==> src/rtl/stp_pkg.sv <==
package stp_pkg;
  localparam int NUM_PAT = 3;

  typedef enum logic [1:0] {
    PAT_GRID  = 2'd0,
    PAT_RED   = 2'd1,
    PAT_GREEN = 2'd2
  } pat_e;

  localparam logic [3:0] PIX_BLACK  = 4'b0000;
  localparam logic [3:0] PIX_RED    = 4'b0011;
  localparam logic [3:0] PIX_GREEN  = 4'b1100;
  localparam logic [3:0] PIX_YELLOW = 4'b1111;
endpackage

==> src/rtl/stp_scan_ctr.sv <==
module stp_scan_ctr
  import stp_pkg::*;
#(
  parameter int H_PIX        = 320,
  parameter int V_LINES      = 240,
  parameter int DWELL_FRAMES = 64,
  localparam int COL_W = $clog2(H_PIX),
  localparam int ROW_W = $clog2(V_LINES),
  localparam int FRM_W = $clog2(DWELL_FRAMES + 1)
) (
  input  logic             clk,
  input  logic             rst,
  input  logic             run,
  output logic [COL_W-1:0] col,
  output logic [ROW_W-1:0] row,
  output pat_e             pat
);
  logic [FRM_W-1:0] frame_q;
  logic             line_end;
  logic             frame_end;
  logic             dwell_end;

  assign line_end  = (col == COL_W'(H_PIX - 1));
  assign frame_end = line_end && (row == ROW_W'(V_LINES - 1));
  assign dwell_end = frame_end && (frame_q == FRM_W'(DWELL_FRAMES - 1));

  always_ff @(posedge clk) begin
    if (rst || !run) begin
      col     <= '0;
      row     <= '0;
      frame_q <= '0;
      pat     <= PAT_GRID;
    end else begin
      col <= line_end ? '0 : col + 1'b1;
      if (line_end)
        row <= frame_end ? '0 : row + 1'b1;
      if (frame_end)
        frame_q <= dwell_end ? '0 : frame_q + 1'b1;
      if (dwell_end) begin
        case (pat)
          PAT_GRID: pat <= PAT_RED;
          PAT_RED:  pat <= PAT_GREEN;
          default:  pat <= PAT_GRID;
        endcase
      end
    end
  end

  // the pattern only changes when a whole frame has finished
  a_r9_pat_at_frame: assert property (@(posedge clk) disable iff (rst)
    (run && $past(run) && !$stable(pat)) |-> (col == '0 && row == '0));
endmodule

==> src/rtl/stp_pix_gen.sv <==
module stp_pix_gen
  import stp_pkg::*;
#(
  parameter int H_PIX       = 320,
  parameter int V_LINES     = 240,
  parameter int DIAG_PERIOD = 16,
  localparam int COL_W  = $clog2(H_PIX),
  localparam int ROW_W  = $clog2(V_LINES),
  localparam int DIF_W  = ((COL_W > ROW_W) ? COL_W : ROW_W) + 1,
  localparam int DIAG_W = $clog2(DIAG_PERIOD)
) (
  input  logic [COL_W-1:0] col,
  input  logic [ROW_W-1:0] row,
  input  pat_e             pat,
  output logic [3:0]       pix
);
  logic [DIF_W-1:0] diff;
  logic             on_border;
  logic             on_diag;

  // two's complement difference: low bits give the modulo for a power-of-2 period
  assign diff      = DIF_W'(col) - DIF_W'(row);
  assign on_diag   = (diff[DIAG_W-1:0] == '0);
  assign on_border = (row == '0) || (row == ROW_W'(V_LINES - 1)) ||
                     (col == '0) || (col == COL_W'(H_PIX - 1));

  always_comb begin
    case (pat)
      PAT_GRID:  pix = (on_border || on_diag) ? PIX_YELLOW : PIX_BLACK;
      PAT_RED:   pix = PIX_RED;
      PAT_GREEN: pix = PIX_GREEN;
      default:   pix = PIX_BLACK;
    endcase
  end
endmodule

==> src/rtl/selftest_pattern_gen.sv <==
module selftest_pattern_gen
  import stp_pkg::*;
#(
  parameter int H_PIX        = 320,
  parameter int V_LINES      = 240,
  parameter int DWELL_FRAMES = 64,
  parameter int DIAG_PERIOD  = 16,
  localparam int COL_W = $clog2(H_PIX),
  localparam int ROW_W = $clog2(V_LINES)
) (
  input  logic             clk,
  input  logic             rst,
  input  logic             test_en,
  output logic             wr_valid,
  output logic [ROW_W-1:0] wr_row,
  output logic [COL_W-1:0] wr_col,
  output logic [3:0]       wr_data,
  output logic [1:0]       wr_pat
);
  logic [COL_W-1:0] col_q;
  logic [ROW_W-1:0] row_q;
  pat_e             pat_q;
  logic [3:0]       pix_c;

  stp_scan_ctr #(
    .H_PIX(H_PIX), .V_LINES(V_LINES), .DWELL_FRAMES(DWELL_FRAMES)
  ) u_scan (
    .clk(clk), .rst(rst), .run(test_en),
    .col(col_q), .row(row_q), .pat(pat_q)
  );

  stp_pix_gen #(
    .H_PIX(H_PIX), .V_LINES(V_LINES), .DIAG_PERIOD(DIAG_PERIOD)
  ) u_pix (
    .col(col_q), .row(row_q), .pat(pat_q), .pix(pix_c)
  );

  always_ff @(posedge clk) begin
    if (rst) begin
      wr_valid <= 1'b0;
      wr_row   <= '0;
      wr_col   <= '0;
      wr_data  <= PIX_BLACK;
      wr_pat   <= 2'd0;
    end else begin
      wr_valid <= test_en;
      wr_row   <= row_q;
      wr_col   <= col_q;
      wr_data  <= test_en ? pix_c : PIX_BLACK;
      wr_pat   <= pat_q;
    end
  end

  a_r2_idle_no_write: assert property (@(posedge clk) disable iff (rst)
    !test_en |=> !wr_valid);

  a_r3_col_step: assert property (@(posedge clk) disable iff (rst)
    (wr_valid && wr_col != COL_W'(H_PIX - 1)) |=>
      (!wr_valid || wr_col == COL_W'($past(wr_col) + 1'b1)));

  a_r3_col_wrap: assert property (@(posedge clk) disable iff (rst)
    (wr_valid && wr_col == COL_W'(H_PIX - 1)) |=> (!wr_valid || wr_col == '0));

  a_r7_red_field: assert property (@(posedge clk) disable iff (rst)
    (wr_valid && wr_pat == 2'd1) |-> wr_data == PIX_RED);

  a_r8_green_field: assert property (@(posedge clk) disable iff (rst)
    (wr_valid && wr_pat == 2'd2) |-> wr_data == PIX_GREEN);

  a_r9_pat_range: assert property (@(posedge clk) disable iff (rst)
    wr_valid |-> wr_pat < 2'(NUM_PAT));

  a_r10_restart: assert property (@(posedge clk) disable iff (rst)
    $rose(wr_valid) |-> (wr_row == '0 && wr_col == '0 && wr_pat == 2'd0));
endmodule

==> config.mk <==
export PLATFORM = sky130hd
export DESIGN_NAME = selftest_pattern_gen
export DESIGN_NICKNAME = d
export VERILOG_FILES = /design/src/rtl/stp_pkg.sv /design/src/rtl/stp_scan_ctr.sv /design/src/rtl/stp_pix_gen.sv /design/src/rtl/selftest_pattern_gen.sv
export SDC_FILE = /design/constraint.sdc
export NUM_CORES = 1
export LEC_CHECK = 0
export BUFFER_PORTS_ARGS = -buffer_cell sky130_fd_sc_hd__buf_2
export CORE_ASPECT_RATIO = 0.7
export CORE_MARGIN = 2
export CORE_UTILIZATION = 35
export CTS_BUF_LIST = sky130_fd_sc_hd__clkbuf_4
export DETAILED_ROUTE_END_ITERATION = 10
export MAX_ROUTING_LAYER = met4
export PLACE_DENSITY = 0.56
export SYNTH_ARGS = -nofsm -noshare
export SYNTH_HDL_FRONTEND = slang
export SYNTH_SLANG_ARGS = --single-unit
==> constraint.sdc <==
create_clock -name clk -period 1.8 [get_ports clk]
set_input_delay 0 -clock clk [delete_from_list [all_inputs] [get_ports clk]]
set_output_delay 0 -clock clk [all_outputs]
set_load 0.01 [all_outputs]
==> results.toml, run 1 <==
[status]
outcome = "finished clean"

[clock_network]
clock_sinks = 48
clk_path_buf_depth = 2
clkSlewWorstSetupHoldPaths_ns = 0.13
cts_root_buf = "clkbuf_4"
numCtsBuffers = 5
cts_tree = "done"
htree_levels = 2
insertion_delay_ns = 0.36
postCtsSetupBuffers = 0

[pwr]
powerDensity_nw_per_um2 = 685
total_leakage_power_nw = 0.993
peakVddDrop_mv = 0.316

[logic_synthesis]
synth.area.top_cells = "dfxtp_1 (49%), nor2_1 (5.8%), ha_1 (5.2%)"
synth_fp_nets = 219
synth_seq_cells = 48
synth_edf_count = 0
postSynthCellCount = 208
synth_top_area_share_pct = 49.5
synth_area_leader_cell = "dfxtp_1"
ys_seq_area_share_pct = 49.5
synth_cell_type_count = 39
ys_warn_count = 0
synth_most_common_cell = "dfxtp_1"
syn_area_per_cell_um2 = 9.34
synth-main-ff-cell = "dfxtp_1"
async_flop_share_pct = 0
netlist_area_um2 = 1940
ys_top_cells_by_count = "dfxtp_1 (48), nor2_1 (30), nand2_1 (15)"

[hold_path]
hp-class = "in -> reg"
hp-start = "rst"

[floorplanning]
rows = 22
core_region_area_um2 = 5290
fp.dieW_um = 93.0
die_h_um = 66.3
initial_utilization_pct = 36.7
io_pins = 27
die_area_um2 = 6170

[layout]
area_growth_pct = 23.1
seqCellArea_um2 = 972
multi_input_area_um2 = 933
layout-drive-gt1-share_pct = 26.0
postLayoutCoreUtil_pct = 45.2
antenna_cells = 0
nNetsFinal = 264
fillers = 530

[sta]
slew_violations = 0
setup_tns_ns = 0
fin_crit_sh_pct = 95.1
hold_viol = 0
fin_crit_ns = 1.71
skew_ns = 0.00905
finalHoldWorstSlack_ns = 0.0698
slew_headroom_pct = 76.2
fmax_mhz = 584
worst_slew_pin_slew_ns = 0.354
setup_viol = 0

[critical_path]
cp.required_ns = 2.10
worstReg2RegStart = "u_scan.col[0]"
crit_start = "u_scan.col[0]"
path_cells = "ha_4, and4bb_2, nand4bb_4, or4_1, a21oi_1"
critPathMaxStageDelay_ns = 0.53
cp-end-kind = "flop"
cp_data_arrival_time_ns = 2.01
critical_path.startpoint_type = "flop"
slowest_stage = "or4_1"
worstSetupPathType = "reg -> reg"
path_max_fanout = 6

[placed_design]
dp_hpwl_mm = 2.83
port_buffers = 26
gp_congestion = 0.826

[detailed_routing]
drt-initial-drc-count = 85
vias_per_cell = 4.65
remaining_drc_errors = 0
wl_per_cell_um = 12.0
drt_wl_total_mm = 3.92
first_pass_iters = 4
dr_total_vias = 1515
ant_nets = 0

[global_route]
grt_overflow = 0
first_global_vias = 1356
grt_antenna_before_repair = 0
grt_util_met3_pct = 4.10
top_usage_layer = "met1"
grt_use_met1_pct = 21.1
grtUsageTotal_pct = 14.2
grt_max_degree = 20
grt.met2_usage_pct = 18.5
grt_pass1_wl_mm = 6.60

[flow_run]
maxCapViolCount = 0
[sequential cells by signal, indices dropped and copies added, names as in the netlist]
signal and count:
u_scan.col 9, wr_col 9, u_scan.row 8, wr_row 8, u_scan.frame_q 7, u_scan.pat 2, wr_data 2, wr_pat 2
wr_valid 1
[timing repair]
item                       CTS  global route
setup endpoints to repair    0             7
gates resized for setup      0            12
hold buffers                 2             0
hold endpoints to repair     1             0
[power by group]
part	switching [W]	total (W)	internal, W	leakage (nW)
clock network	0.000321	0.000502	0.000181	0.0338
logic	0.0000386	0.0000622	0.0000236	0.569
registers	0.00000603	0.00107	0.00107	0.391
total	0.000366	0.00164	0.00127	0.993
[final cells by class]
cell class              instances  area share [%]
multi-input cells             140            39.1
flip-flops and latches         48            40.7
clock inverters                 1           0.157
clock buffers                   7            2.20
inverters                      10            1.57
well taps                      72            3.77
repair buffers                 48            12.6
[through the flow]
stage	instance area [µm²]	instances	power [W]	setup slack (ns)
floorplan	1960	208	0.00113	0.00776
global placement	2260	316	0.00116	0.0666
detailed placement	2260	316	0.00116	0.0211
CTS	2340	326	0.00166	0.0104
global route	2390	326	0.00172	-0.00348
finish	2390	326	0.00164	0.0885
[cell families (layout without fill, tap and decap cells)]
| logic type | after synthesis | count (layout) | synth area share [%] |
|---|---|---|---|
| multiplexers | 4 | 4 | 2.06 |
| XOR/XNOR | 15 | 15 | 6.77 |
| AO/OA/AOI/OAI | 18 | 18 | 5.74 |
| flip-flops | 48 | 48 | 49.5 |
| buffers and inverters | 20 | 66 | 5.09 |
| AND/OR/NAND/NOR | 95 | 95 | 25.7 |
| adder cells (fa/ha/maj) | 8 | 8 | 5.15 |
[metal layers]
| layer | vias up | wire (µm) | part of all wire, % |
|---|---|---|---|
| li1 | 787 | - | - |
| met1 | 679 | 2100 | 54 |
| met2 | 43 | 1550 | 40 |
| met3 | 6 | 223 | 5.7 |
| met4 | 0 | 44 | 1.1 |
| met5 | - | 0 | 0 |
[worst max-delay path, delay by kind of cell, from the launching register on]
family                     cells  cell delay, ns
AOI/OAI and AO/OA              1            0.15
DFF                            1            0.41
adders and majority gates      1            0.14
and+or+nand+nor                3            0.97
[path summary, 6_finish.rpt]
check	endpoint	slack, ns	depth (start not counted)
worst max-delay path	u_scan.frame_q[5]	0.09	5
worst min-delay path	wr_pat[0]	0.07	3
worst max register to register	u_scan.frame_q[5]	0.09	5
worst min register to register	u_scan.frame_q[6]	0.47	1
[cells in the final DEF (no fill, tap or decap), types with 5 or more instances in the layout]
| cell | count |
|---|---|
| dfxtp_1 | 43 |
| buf_4 | 20 |
| inv_1 | 10 |
| clkbuf_4 | 7 |
| nand2_1 | 15 |
| xnor2_1 | 9 |
| nand3_1 | 9 |
| nor2b_1 | 12 |
| a21oi_1 | 6 |
| o21ai_0 | 5 |
| nor2_1 | 30 |
| xor2_1 | 6 |
| buf_2 | 26 |
| ha_1 | 7 |
Power figures use the tool's default switching activity.
==> inputs of run 2 (changes only) <==
Clock period 1.8 ns to 1.5 ns, I/O delays scaled along.
==> results.toml, run 2 (synthesized netlist as in run 1, its figures left out) <==
[floorplanning]
rows = 22
fp.dieW_um = 93.0
io_pins = 27
die_area_um2 = 6170
initial_utilization_pct = 36.7
die_h_um = 66.3
core_region_area_um2 = 5290

[sta]
setup_viol = 18
hold_viol = 0
fin_crit_ns = 1.68
final.setup.worst_slack_ns = -0.175
slew_headroom_pct = 70.1
skew_ns = 0.00602
fin_crit_sh_pct = 112
rsz0062_at_grt = "true"
fmax_mhz = 597
worst_slew_pin_slew_ns = 0.448
slew_violations = 0

[hold_path]
min_path_cells = 3
hp-class = "in -> reg"
min_to = "wr_pat[1]"
hp-start = "rst"

[placed_design]
port_buffers = 26
post-place-cells = 334
gp_congestion = 0.794
dp_hpwl_mm = 2.97

[clock_network]
clock_sinks = 48
insertion_delay_ns = 0.36
clkSlewWorstSetupHoldPaths_ns = 0.14
cts_root_buf = "clkbuf_4"
postCtsHoldBufs = 0
clk_path_buf_depth = 2
numCtsBuffers = 5
cts_tree = "done"
htree_levels = 2

[critical_path]
worstReg2RegEnd = "u_scan.frame_q[3]"
crit_family = "simple AND/OR/NAND/NOR gates"
worstReg2RegStart = "u_scan.col[1]"
cp-end-kind = "flop"
path_max_fanout = 6
cp_data_arrival_time_ns = 1.98
slowest_stage = "or4b_4"
critical_path.startpoint_type = "flop"
critPathMaxStageDelay_ns = 0.51
crit_buf_inv = 0
reg2reg_depth = 5
path_cells = "ha_4, and4bb_2, nand4bb_4, or4b_4, a21oi_2"
worst-r2r-setup-slack_ns = -0.18
cp.required_ns = 1.81
worstSetupPathType = "reg -> reg"

[global_route]
grtUsageTotal_pct = 15.8
grt.met2_usage_pct = 22.6
grt_use_met1_pct = 21.5
grt_max_degree = 20
grt_overflow = 0
top_usage_layer = "met2"
grt_util_met3_pct = 4.45
grt_antenna_before_repair = 0
first_global_vias = 1581
grt_pass1_wl_mm = 7.35

[flow_run]
maxCapViolCount = 0

[layout]
area_growth_pct = 49.3
postLayoutCoreUtil_pct = 54.9
nNetsFinal = 290
most-common-layout-cells = "dfxtp_1 (43), buf_4 (39), buf_2 (26), nor2_1 (17)"
final_common_cell = "dfxtp_1"
top_regs = "u_scan.col: 9 flops, wr_col: 9 flops"
fin_cells = 352
layout-drive-gt1-share_pct = 47.9
antenna_cells = 0

[pwr]
powerDensity_nw_per_um2 = 678
peakVddDrop_mv = 0.338
total_leakage_power_nw = 1.22

[detailed_routing]
ant_nets = 0
remaining_drc_errors = 0
first_pass_iters = 4
wl_per_cell_um = 12.7
drt_wl_total_mm = 4.48
vias_per_cell = 4.63
drt-initial-drc-count = 40
dr_total_vias = 1631

[status]
outcome = "complete, but fails checks"
violations = "setup timing"
## run 2: changes by cell type in the layout (fill, tap and decap cells not counted), sizes merged
| cell | delta |
|---|---|
| clkbuf | -2 |
| buf | +28 |
| dlygate4sd3 | -2 |
| clkinv | +2 |
## run 2: power breakdown
part / leakage (nW) / switching, W / internal (W) / total [W]
sequential: 0.391 / 0.00000579 / 0.00128 / 0.00129
clock: 0.0324 / 0.000411 / 0.000173 / 0.000584
combinational: 0.794 / 0.0000594 / 0.0000355 / 0.0000949
## run 2: worst max-delay path by stage
stage	startpoint	to	slack [ns]	cells after the start
2_1_floorplan	u_scan.col[1]	u_scan.frame_q[3]	-0.19	6
3_3_place_gp	u_scan.col[1]	u_scan.frame_q[3]	-0.11	5
3_5_place_dp	u_scan.row[1]	wr_data[1]	-0.20	6
4_1_cts	u_scan.row[0]	wr_data[1]	-0.18	6
5_1_grt	u_scan.col[1]	u_scan.frame_q[5]	-0.27	5
6_report	u_scan.col[1]	u_scan.frame_q[3]	-0.18	5
## run 2: repair_timing
item | CTS | global route
pin swaps | 17 | 29
cloned | 0 | 0
setup buffers | 5 | 5
resized for setup | 27 | 45
hold endpoints to repair | 0 | 0
endpoints found under the setup margin | 21 | 26
## run 2: final cells by class
class / instances / area, µm²
clock buffer: 5 / 37.5
clock inverter: 3 / 13.8
sequential: 48 / 975
inverter: 10 / 40.0
multi-input combinational: 140 / 1210
tap: 72 / 90.1
fill: 462 / 2390
timing repair buffer: 74 / 537
## run 2: worst min-delay path: stages
cell	delay [ns]
buf_2	0.08
buf_4	0.23
nor2_1	0.06
## run 2: layer usage
layer	vias to the layer above	routed length [µm]
li1	836	-
met1	762	2310
met2	27	1960
met3	6	160
met4	0	46
met5	-	0
## run 2: stage by stage
stage | hold WS [ns] | setup slack [ns] | instance area [µm²] | TNS (ns) | total power [W]
after detailed placement | 0.394 | -0.200 | 2440 | -1.04 | 0.00139
final | 0.0456 | -0.175 | 2900 | -2.05 | 0.00196
after CTS | 0.0432 | -0.176 | 2660 | -1.11 | 0.00197
after floorplan | 0.214 | -0.193 | 1990 | -0.351 | 0.00136
after global routing | 0.0352 | -0.271 | 2900 | -3.72 | 0.00206
after global placement | 0.391 | -0.107 | 2440 | -0.719 | 0.00139
